$ cat config.mk
export PLATFORM = sky130hd
export DESIGN_NAME = word_aligner
export DESIGN_NICKNAME = d
export VERILOG_FILES = /design/src/rtl/word_aligner.sv
export SDC_FILE = /design/constraint.sdc
export NUM_CORES = 1
export LEC_CHECK = 0
export BUFFER_PORTS_ARGS = -buffer_cell sky130_fd_sc_hd__buf_2
export CAP_MARGIN = 20
export CORE_MARGIN = 10
export CORE_UTILIZATION = 40
export CTS_CLUSTER_SIZE = 12
export DETAILED_ROUTE_END_ITERATION = 12
export PLACE_DENSITY = 0.65
export SETUP_SLACK_MARGIN = 0.2
export SLEW_MARGIN = 20
export SYNTH_ARGS = -nofsm -noshare
export SYNTH_HDL_FRONTEND = slang
export SYNTH_SLANG_ARGS = --single-unit
$ cat constraint.sdc
create_clock -name clk -period 2.3 [get_ports clk]
set_input_delay 0.46 -clock clk [delete_from_list [all_inputs] [get_ports clk]]
set_output_delay 0.46 -clock clk [all_outputs]
set_load 0.02 [all_outputs]
$ cat src/rtl/word_aligner.sv
module word_aligner #(
  parameter int W      = 22,
  parameter int LOCK_N = 4,
  parameter int LOSS_N = 3,
  parameter int PD_RUN = 32
) (
  input  logic         clk,
  input  logic         rst_n,
  input  logic         bit_en,
  input  logic         bit_in,
  output logic [W-1:0] word_out,
  output logic         word_stb,
  output logic         locked,
  output logic         pwr_down
);
  localparam int FR = W + 3;
  localparam int CW = $clog2(FR);
  localparam int GW = $clog2(LOCK_N + 1);
  localparam int BW = $clog2(LOSS_N + 1);
  localparam int OW = $clog2(PD_RUN + 1);
  localparam logic [CW-1:0] LAST   = CW'(FR - 1);
  localparam logic [GW-1:0] G_LAST = GW'(LOCK_N - 1);
  localparam logic [BW-1:0] B_LAST = BW'(LOSS_N - 1);
  localparam logic [OW-1:0] O_MAX  = OW'(PD_RUN);
  localparam logic [OW-1:0] O_HIT  = OW'(PD_RUN - 1);

  logic [FR-1:0] sr;
  logic [CW-1:0] cnt;
  logic [GW-1:0] good;
  logic [BW-1:0] bad;
  logic [OW-1:0] ones;

  wire [FR-1:0] frm     = {bit_in, sr[FR-1:1]};
  wire          frm_ok  = ~frm[0] & (frm[FR-1] == ~frm[W]) & (frm[FR-2] == ~frm[W]);
  wire          run_hit = bit_in & (ones == O_HIT);

  always_ff @(posedge clk) begin
    if (!rst_n) begin
      sr       <= '0;
      cnt      <= '0;
      good     <= '0;
      bad      <= '0;
      ones     <= '0;
      word_out <= '0;
      word_stb <= 1'b0;
      locked   <= 1'b0;
      pwr_down <= 1'b0;
    end else begin
      word_stb <= 1'b0;
      if (bit_en) begin
        sr <= frm;
        if (!bit_in)            ones <= '0;
        else if (ones != O_MAX) ones <= ones + 1'b1;

        if (pwr_down) begin
          if (!bit_in) begin
            pwr_down <= 1'b0;
            cnt      <= CW'(1);
          end
        end else if (run_hit) begin
          pwr_down <= 1'b1;
          locked   <= 1'b0;
          good     <= '0;
          bad      <= '0;
        end else if (cnt != LAST) begin
          cnt <= cnt + 1'b1;
        end else if (!locked) begin
          if (frm_ok) begin
            cnt <= '0;
            if (good == G_LAST) begin
              locked   <= 1'b1;
              good     <= '0;
              bad      <= '0;
              word_out <= frm[W:1];
              word_stb <= 1'b1;
            end else begin
              good <= good + 1'b1;
            end
          end else begin
            good <= '0;
          end
        end else if (frm_ok) begin
          cnt      <= '0;
          bad      <= '0;
          word_out <= frm[W:1];
          word_stb <= 1'b1;
        end else if (bad == B_LAST) begin
          locked <= 1'b0;
          bad    <= '0;
          good   <= '0;
        end else begin
          bad <= bad + 1'b1;
          cnt <= '0;
        end
      end
    end
  end
endmodule

==> results of run 1 <==
[routing by layer]
metal / global-route usage [%] / vias to the layer above / share of wire [%]
li1: - / 1118 / -
met1: 13.11 / 1002 / 50
met2: 16.52 / 41 / 43
met3: 4.275 / 11 / 5.5
met4: 4.771 / 0 / 1.9
met5: 0 / - / 0
[state kept, by name, summed over array words and instances (netlist names)]
name      count
sr           24
word_out     22
ones          6
cnt           5
good          3
bad           2
locked        1
pwr_down      1
word_stb      1
[synthesized netlist by cell type (3+ instances only)]
cell type / count / area (um^2)
clkbuf_1: 10 / 37.54
nand4_1: 4 / 25.02
ha_1: 5 / 62.56
a21oi_1: 8 / 40.04
nor2_1: 32 / 120.1
inv_1: 11 / 41.29
dfxtp_1: 65 / 1301
o21ai_0: 6 / 30.03
nand2_1: 57 / 214.0
mux2i_1: 50 / 500.5
buf_6: 3 / 33.78
nand3_1: 5 / 25.02
o22ai_1: 3 / 18.77
nand2b_1: 3 / 18.77
[layout by cell type, fill, tap and decap left out, drive strengths merged, types with 3 or more instances in the layout]
| cell | Yosys | final |
|---|---|---|
| clkbuf | 10 | 10 |
| nand2 | 57 | 57 |
| and4b | 3 | 3 |
| o22ai | 3 | 3 |
| mux2i | 50 | 50 |
| dfxtp | 65 | 65 |
| ha | 5 | 5 |
| buf | 7 | 34 |
| nand2b | 3 | 3 |
| nand4 | 4 | 4 |
| nor2 | 33 | 33 |
| inv | 11 | 12 |
| nor3 | 3 | 3 |
| nand3 | 5 | 5 |
| clkinv | 0 | 3 |
| a21oi | 8 | 8 |
| o21ai | 6 | 6 |
[worst max path at each step]
| stage | start | endpoint | slack, ns | cells past startpoint |
|---|---|---|---|---|
| floorplan | bit_in | cnt[3]$_SDFFE_PN0P_ | 0.53 | 5 |
| global placement | bit_in | cnt[3]$_SDFFE_PN0P_ | 0.41 | 5 |
| detailed placement | bit_in | good[2]$_SDFFE_PN0P_ | 0.39 | 5 |
| CTS | cnt[0]$_SDFFE_PN0P_ | word_out[0]$_SDFFE_PN0P_ | 0.45 | 7 |
| global route | cnt[0]$_SDFFE_PN0P_ | word_out[10]$_SDFFE_PN0P_ | 0.30 | 7 |
| finish | cnt[0]$_SDFFE_PN0P_ | word_out[0]$_SDFFE_PN0P_ | 0.46 | 7 |
[kinds of logic after synthesis]
kind of cell               count (synthesis)
muxes                                     51
buffers and inverters                     28
AOI/OAI and AO/OA                         29
DFF                                       65
adders and majority gates                  5
and+or+nand+nor                          127
xor gates and xnor gates                   2
[power by group]
part | internal (uW) | total, uW | switching (uW)
Clock | 531 | 985 | 454
Combinational | 36.1 | 99.2 | 63.2
Sequential | 1130 | 1140 | 10.2
Total | 1700 | 2230 | 527
[through the flow]
stage          instance area (um^2)  power (uW)  hold WS, ns
3_3_place_gp                   3069        1267       0.4402
4_1_cts                        3272        2258       0.4093
6_report                       3272        2228       0.4186
3_5_place_dp                   3069        1269       0.4428
2_1_floorplan                  2840        1247       0.4280
5_1_grt                        3272        2313       0.4357
[area by class of cell]
type | count | share of cell area [%]
sequential | 65 | 39.77
tap | 96 | 3.671
timing repair buffer | 34 | 6.042
clock buffer | 10 | 4.206
inverter | 11 | 1.262
multi-input combinational | 214 | 43.06
clock inverter | 6 | 1.989
[critical path: stages (launching register included)]
cell      delay [ns]
dfxtp_1         0.36
inv_1           0.07
ha_1            0.18
nand4b_1        0.16
a211o_1         0.38
nor3_4          0.17
buf_12          0.22
mux2i_1         0.21
==> impl_metrics.env, run 1 <==
export IMPL_p_per_area_nw_per_um2=680.8
export IMPL_ant_nets=0
export IMPL_setup_violations=0
export IMPL_grt_overflow=0
export IMPL_ir_worst_vdd_mv=0.5274
export IMPL_rr_worst_depth=7
export IMPL_h_tree_depth=3
export IMPL_regToRegEndpoint="word_out[0]$_SDFFE_PN0P_"
export IMPL_maxSlewViolCount=0
export IMPL_synth_warnings=0
export IMPL_cts_sinks=65
export IMPL_required_ns=2.57
export IMPL_synth_nets=316
export IMPL_num_vias=2172
export IMPL_ff2ff_setup_slack_ns=0.46
export IMPL_nets=344
export IMPL_avgSynthCellArea_um2=9.252
export IMPL_viasPerCell=4.982
export IMPL_ios=29
export IMPL_holdPathEnd="pwr_down$_SDFFE_PN0P_"
export IMPL_core_um2=6832
export IMPL_floorplan_die_area_um2=10870
export IMPL_n_antenna_cell=0
export IMPL_path_class="register to register"
export IMPL_synthXorXnorAreaFrac_pct=0.6167
export IMPL_dpl_worst_slack_ns=0.3874
export IMPL_drive_above_1_share_pct=17.65
export IMPL_grt_pass1_wl_um=9991
export IMPL_synth_compound_area_share_pct=6.740
export IMPL_synth_simple_gate_area_share_pct=22.03
export IMPL_path_clk_slew_ns=0.07
export IMPL_yosys_cell_types_count=44
export IMPL_clk_latency_ns=0.34
export IMPL_crit_fanout=22
export IMPL_async_flop_share_pct=0
export IMPL_post_cts_buffers=0
export IMPL_numCtsBuffers=9
export IMPL_cts_root_buf="clkbuf_8"
export IMPL_relSlewSlack_pct=55.42
export IMPL_area_growth_pct=15.20
export IMPL_synth_area_um2=2840
export IMPL_worstMarginPinSlew_ns=0.6617
export IMPL_ff_latch_area_um2=1301
export IMPL_hpwl_um=3824
export IMPL_synth_edff_count=0
export IMPL_hold_viol=0
export IMPL_period_needed_ns=1.837
export IMPL_wl_um=5630
export IMPL_setup_slack_ns=0.4634
export IMPL_grt_pass1_vias=2209
export IMPL_tns_ns=0
export IMPL_min_from="bit_en"
export IMPL_dp_cells=420
export IMPL_synth_top_family_by_area="simple AND/OR/NAND/NOR gates"
export IMPL_grt_setup_unrepaired="no"
export IMPL_arrival_ns=2.11
export IMPL_post_drt_wl_per_cell_um=12.91
export IMPL_synthMuxAreaShare_pct=18.02
export IMPL_fill_cells=678
export IMPL_min_period_over_period_pct=79.85
export IMPL_leakagePower_uw=0.001256
export IMPL_synth_seq_area_share_pct=45.81
export IMPL_yosys_register_bits=65
export IMPL_status="completed"
export IMPL_gp_congestion=0.8039
export IMPL_whs_path_depth=3
export IMPL_finClkSkew_ns=0.007736
export IMPL_layout_cells_non_filler=436
export IMPL_fmax_mhz=544.5
export IMPL_drt_pass1_iter_count=4
export IMPL_grt_max_degree=34
export IMPL_antenna_found_initial=0
export IMPL_utilization_pct=47.89
export IMPL_r2r_start="cnt[0]$_SDFFE_PN0P_"
export IMPL_dieHeight_um=104.3
export IMPL_cts_hold_buf=0
export IMPL_die_w_um=104.3
export IMPL_cts_max_path_buffers=2
export IMPL_multi_input_area_um2=1409
export IMPL_synth_flop_cell="dfxtp_1"
export IMPL_cts_resized=0
export IMPL_hold_class="input pin to register"
export IMPL_drt_iter0_drc=112
export IMPL_start_util_pct=41.58
export IMPL_syn_inst=307
export IMPL_crit_path_end_kind="register"
export IMPL_cap_viol_max_count=0
export IMPL_core_rowCount=30
export IMPL_grt_total_usage_pct=10.83
export IMPL_port_buffers=28
export IMPL_cts_tree="yes"
export IMPL_drc=0
export IMPL_synth_adder_area_share_pct=2.203
export IMPL_cp_start_kind="register"
Note: power is estimated with default switching activity, not from simulation.
==> run 2, diff against run 1 <==
Settings changed: PLACE_DENSITY 0.65 to 0.67.
Clock period 2.3 ns to 1.5 ns, I/O delays scaled along.
==> run 2 against run 1 <==
The run now ends with setup timing left. Count of clock-buffer cells in the layout grew 1. Combinational power grew 140%. Clock power grew 60%. Critical path depth shrank 2. Cell area grew 19%. Clock skew grew 0.0037 ns. Non-clock buffer count grew 40. Sequential cell count is the same. Sequential share of layout area shrank 6.2 points. Maximum frequency grew 8.9%. Wire length grew 21%. Critical endpoint is now cnt[3]$_SDFFE_PN0P_.
==> impl_metrics.env, run 2 (same netlist as run 1, synthesis figures left out) <==
export IMPL_cts_root_buf="clkbuf_8"
export IMPL_viasPerCell=4.966
export IMPL_required_ns=1.77
export IMPL_hold_viol=0
export IMPL_ant_nets=0
export IMPL_arrival_ns=1.95
export IMPL_finClkSkew_ns=0.01146
export IMPL_relSlewSlack_pct=49.88
export IMPL_tns_ns=-4.257
export IMPL_crit_path_end_kind="register"
export IMPL_setup_slack_ns=-0.1862
export IMPL_min_period_over_period_pct=112.4
export IMPL_cp_start_kind="register"
export IMPL_largest_register_ff_count=24
export IMPL_violations="setup timing"
export IMPL_placed_area_um2=3347
export IMPL_clk_latency_ns=0.35
export IMPL_gp_congestion=0.8076
export IMPL_utilization_pct=57.20
export IMPL_hold_class="input pin to register"
export IMPL_maxSlewViolCount=0
export IMPL_crit_fanout=4
export IMPL_top_register="sr"
export IMPL_largestRegisters="sr (24), word_out (22), ones (6)"
export IMPL_path_class="register to register"
export IMPL_wl_um=6807
export IMPL_dieHeight_um=104.3
export IMPL_grt_total_usage_pct=12.42
export IMPL_core_rowCount=30
export IMPL_stdcell_area_um2=3908
export IMPL_area_growth_pct=37.58
export IMPL_status="complete, but fails checks"
export IMPL_cts_sinks=65
export IMPL_drc=0
export IMPL_h_tree_depth=3
export IMPL_floorplan_die_area_um2=10870
export IMPL_nets=384
export IMPL_cap_viol_max_count=0
export IMPL_mostFrequentLayoutCells="dfxtp_1, nand2_1, mux2i_1"
export IMPL_cts_max_path_buffers=2
export IMPL_fill_cells=617
export IMPL_hpwl_um=4331
export IMPL_die_w_um=104.3
export IMPL_drt_iter0_drc=103
export IMPL_grt_setup_unrepaired="yes"
export IMPL_dp_cells=451
export IMPL_holdWs_ns=0.4413
export IMPL_mostFrequentLayoutCell="dfxtp_1"
export IMPL_grt_pass1_wl_um=11340
export IMPL_period_needed_ns=1.686
export IMPL_post_drt_wl_per_cell_um=14.30
export IMPL_drive_above_1_share_pct=35.53
export IMPL_fmax_mhz=593.1
export IMPL_grt_pass1_vias=2417
export IMPL_n_antenna_cell=0
export IMPL_antenna_found_initial=0
export IMPL_cts_tree="yes"
export IMPL_numCtsBuffers=9
export IMPL_grt_max_degree=26
export IMPL_leakagePower_uw=0.001544
export IMPL_port_buffers=28
export IMPL_start_util_pct=41.58
export IMPL_grt_overflow=0
export IMPL_p_per_area_nw_per_um2=912.8
export IMPL_ir_worst_vdd_mv=0.6162
export IMPL_ios=29
export IMPL_path_clk_slew_ns=0.07
export IMPL_layout_cells_non_filler=476
export IMPL_cts_hold_buf=0
export IMPL_num_vias=2364
export IMPL_core_um2=6832
export IMPL_worstMarginPinSlew_ns=0.7439
export IMPL_setup_violations=32
export IMPL_drt_pass1_iter_count=4
[run 2: where the power goes]
part | switching (uW) | internal (uW) | leakage, uW | total [uW]
clock | 713 | 866 | 0.000102 | 1580
combinational | 130 | 108 | 0.000914 | 238
sequential | 11.2 | 1740 | 0.000528 | 1750
[run 2: repair_timing]
| item | CTS | global route |
|---|---|---|
| setup endpoints to repair | 39 | 41 |
| pin swaps | 9 | 2 |
| buffers inserted | 6 | 0 |
| hold endpoints to repair | 0 | 0 |
| resized for setup | 32 | 17 |
| gates cloned | 1 | 2 |
[run 2: layer usage]
layer / part of all wire, % / global-route usage [%]
met5: 0 / 0
met4: 1.4 / 4.175
met3: 3.5 / 4.089
met2: 49 / 20.46
met1: 46 / 14.77
[run 2: critical path, stage by stage, from the launching register on]
cell and delay [ns]:
dfxtp_2 0.34, ha_4 0.15, and2_4 0.16, a221o_1 0.39, or4_1 0.43, a31oi_1 0.14
[run 2: final cells by class]
type	count	area [um^2]	share of cell area [%]
Multi-Input combinational cell	214	1613	41.27
Sequential cell	65	1311	33.56
Timing Repair Buffer	74	608.1	15.56
Clock buffer	11	151.4	3.874
Tap cell	96	120.1	3.074
Clock inverter	5	62.56	1.601
Inverter	11	41.29	1.057
[run 2: final timing paths]
| path | start | endpoint | slack (ns) | cells after the start |
|---|---|---|---|---|
| hold / removal | rst_n | cnt[4]$_SDFFE_PN0P_ | 0.44 | 3 |
| hold reg to reg | word_out[8]$_SDFFE_PN0P_ | word_out[8]$_SDFFE_PN0P_ | 0.46 | 2 |
| setup / recovery | ones[1]$_SDFFE_PN0P_ | cnt[3]$_SDFFE_PN0P_ | -0.19 | 5 |
| setup reg to reg | ones[1]$_SDFFE_PN0P_ | cnt[3]$_SDFFE_PN0P_ | -0.19 | 5 |
[run 2: per-stage QoR]
stage	total power (uW)	worst slack (ns)
final	3567	-0.1862
after detailed placement	2003	-0.1871
after global placement	1998	-0.1789
after global routing	3706	-0.2635
after floorplan	1921	-0.2062
after CTS	3591	-0.1529
==> run 3, diff against run 2 <==
Settings changed: ABC_AREA set to 1.
==> run 3 against run 2 <==
The run now ends clean. Maximum frequency grew 14%. First-iteration DRC count up 32%. Hold slack got worse by 0.12 ns. Worst setup slack gained 0.21 ns. Largest power group unchanged.
==> impl_metrics.env, run 3 <==
export IMPL_status="completed"
export IMPL_yosys_area_top_type="dfxtp_1"
export IMPL_regToRegEndpoint="word_out[0]$_SDFFE_PN0P_"
export IMPL_port_buffers=28
export IMPL_placed_area_um2=3368
export IMPL_synthXorXnorAreaFrac_pct=0.6055
export IMPL_synth_warnings=0
export IMPL_worstMarginPinSlew_ns=0.3414
export IMPL_ir_worst_vdd_mv=0.3953
export IMPL_drt_iter0_drc=136
export IMPL_synth_adder_area_share_pct=2.163
export IMPL_syn_inst=411
export IMPL_avgSynthCellArea_um2=7.038
export IMPL_setup_violations=0
export IMPL_synth_area_um2=2893
export IMPL_h_tree_depth=3
export IMPL_relSlewSlack_pct=77.24
export IMPL_setup_slack_ns=0.01903
export IMPL_mostFrequentLayoutCell="nor2_1"
export IMPL_largest_register_ff_count=24
export IMPL_p_per_area_nw_per_um2=950.6
export IMPL_core_um2=6907
export IMPL_dieHeight_um=105.0
export IMPL_async_flop_share_pct=0
export IMPL_synth_nets=420
export IMPL_path_clk_slew_ns=0.07
export IMPL_grt_overflow=0
export IMPL_period_needed_ns=1.481
export IMPL_startpoint="ones[1]$_SDFFE_PN0P_"
export IMPL_floorplan_die_area_um2=11030
export IMPL_dpl_worst_slack_ns=-0.02715
export IMPL_gp_congestion=0.8014
export IMPL_synth_seq_area_share_pct=44.98
export IMPL_numCtsBuffers=9
export IMPL_cts_sinks=65
export IMPL_leakagePower_uw=0.001708
export IMPL_arrival_ns=1.71
export IMPL_synth_simple_gate_area_share_pct=30.06
export IMPL_min_period_over_period_pct=98.73
export IMPL_hold_viol=0
export IMPL_yosysMostFrequentCell="nor2_1"
export IMPL_viasPerCell=4.665
export IMPL_grt_pass1_vias=2472
export IMPL_synth_edff_count=0
export IMPL_holdWs_ns=0.3175
export IMPL_synthMuxAreaShare_pct=0
export IMPL_tns_ns=0
export IMPL_cts_root_buf="clkbuf_8"
export IMPL_r2r_start="ones[1]$_SDFFE_PN0P_"
export IMPL_start_util_pct=41.88
export IMPL_stdcell_area_um2=3815
export IMPL_maxSlewViolCount=0
export IMPL_required_ns=1.73
export IMPL_synth_area_leaders="dfxtp_1, nor2_1, nand2_1"
export IMPL_drc=0
export IMPL_wl_um=6434
export IMPL_yosys_cell_types_count=25
export IMPL_synth_common_cells="nor2_1, nand2_1, dfxtp_1, inv_1, a21oi_1"
export IMPL_hold_class="input pin to register"
export IMPL_grt_max_degree=30
export IMPL_grt_setup_unrepaired="yes"
export IMPL_cp_start_kind="register"
export IMPL_drt_pass1_iter_count=4
export IMPL_area_growth_pct=31.88
export IMPL_crit_path_end_kind="register"
export IMPL_core_rowCount=30
export IMPL_num_vias=2673
export IMPL_clk_latency_ns=0.34
export IMPL_grt_total_usage_pct=11.50
export IMPL_hpwl_um=4245
export IMPL_grt_pass1_wl_um=10740
export IMPL_synth_top_area_share_pct=44.98
export IMPL_ios=29
export IMPL_nets=481
export IMPL_cts_tree="yes"
export IMPL_yosys_register_bits=65
export IMPL_cts_max_path_buffers=2
export IMPL_antenna_found_initial=0
export IMPL_synth_top_family_by_area="simple AND/OR/NAND/NOR gates"
export IMPL_crit_fanout=16
export IMPL_largestRegisters="sr (24), word_out (22), ones (6)"
export IMPL_mostFrequentLayoutCells="nor2_1, nand2_1, dfxtp_1"
export IMPL_drive_above_1_share_pct=29.77
export IMPL_cap_viol_max_count=0
export IMPL_finClkSkew_ns=0.008920
export IMPL_post_drt_wl_per_cell_um=11.23
export IMPL_n_antenna_cell=0
export IMPL_ant_nets=0
export IMPL_crit_end="word_out[0]$_SDFFE_PN0P_"
export IMPL_synth_compound_area_share_pct=12.11
export IMPL_ff2ff_setup_slack_ns=0.02
export IMPL_path_class="register to register"
export IMPL_synth_flop_cell="dfxtp_1"
export IMPL_fmax_mhz=675.2
export IMPL_top_register="sr"
export IMPL_power_uw=3626
export IMPL_rr_worst_depth=10
export IMPL_die_w_um=105.0
[run 3: worst max-delay path: stages, from the launching register on]
cell,delay [ns]
dfxtp_2,0.34
ha_4,0.17
nand3_4,0.09
nor2_2,0.06
nor2_2,0.14
nand3_4,0.11
nor2_8,0.15
buf_12,0.15
nand2_1,0.05
nand2_1,0.06
nor2_1,0.04
[run 3: final cells by class]
type | instances | area, um^2
Clock buffer | 10 | 137.6
Clock inverter | 6 | 66.31
Fill cell | 683 | 3092
Inverter | 53 | 198.9
Multi-Input combinational cell | 278 | 1523
Sequential cell | 65 | 1308
Tap cell | 96 | 120.1
Timing Repair Buffer | 65 | 461.7
[run 3: how the worst min path moves through the flow]
stage / start / slack [ns] / end / cells after the start
floorplan: sr[2]$_SDFFE_PN0P_ / 0.44 / sr[1]$_SDFFE_PN0P_ / 2
global placement: word_out[1]$_SDFFE_PN0P_ / 0.45 / word_out[1]$_SDFFE_PN0P_ / 2
detailed placement: word_out[2]$_SDFFE_PN0P_ / 0.46 / word_out[2]$_SDFFE_PN0P_ / 2
CTS: bit_in / 0.30 / ones[1]$_SDFFE_PN0P_ / 3
global route: bit_in / 0.31 / ones[1]$_SDFFE_PN0P_ / 3
finish: bit_in / 0.32 / ones[0]$_SDFFE_PN0P_ / 3
[run 3: power by group]
part	internal, uW	leakage [uW]	total, uW	switching (uW)
clock network	815	0.0000949	1520	702
registers	1780	0.000532	1800	27.3
logic	118	0.00108	306	188
[run 3: timing repair]
item / in CTS / in global routing
gates cloned: 1 / 0
setup endpoints to repair: 40 / 40
setup buffers: 2 / 6
hold buffers: 0 / 0
gates resized for setup: 16 / 32
pin swaps: 12 / 15
[run 3: kinds of logic after synthesis]
group,after synthesis
buffers and inverters,69
DFF,65
and+or+nand+nor,204
adders and majority gates,5
xor gates and xnor gates,2
AOI/OAI and AO/OA,66
[run 3: per-stage QoR]
| step | util (%) | std cells |
|---|---|---|
| finish | 55.24 | 573 |
| global route | 55.24 | 573 |
| CTS | 52.93 | 567 |
| detailed placement | 48.77 | 548 |
| global placement | 48.77 | 548 |
| floorplan | - | 411 |
[run 3: metal layers]
metal,wire length (um),global-route usage [%],up-vias,share of wire (%)
met4,99,5.196,0,1.5
met3,266,3.993,8,4.1
met1,2949,13.10,1199,46
met2,3118,18.95,46,48
li1,-,-,1420,-
met5,0,0,-,0
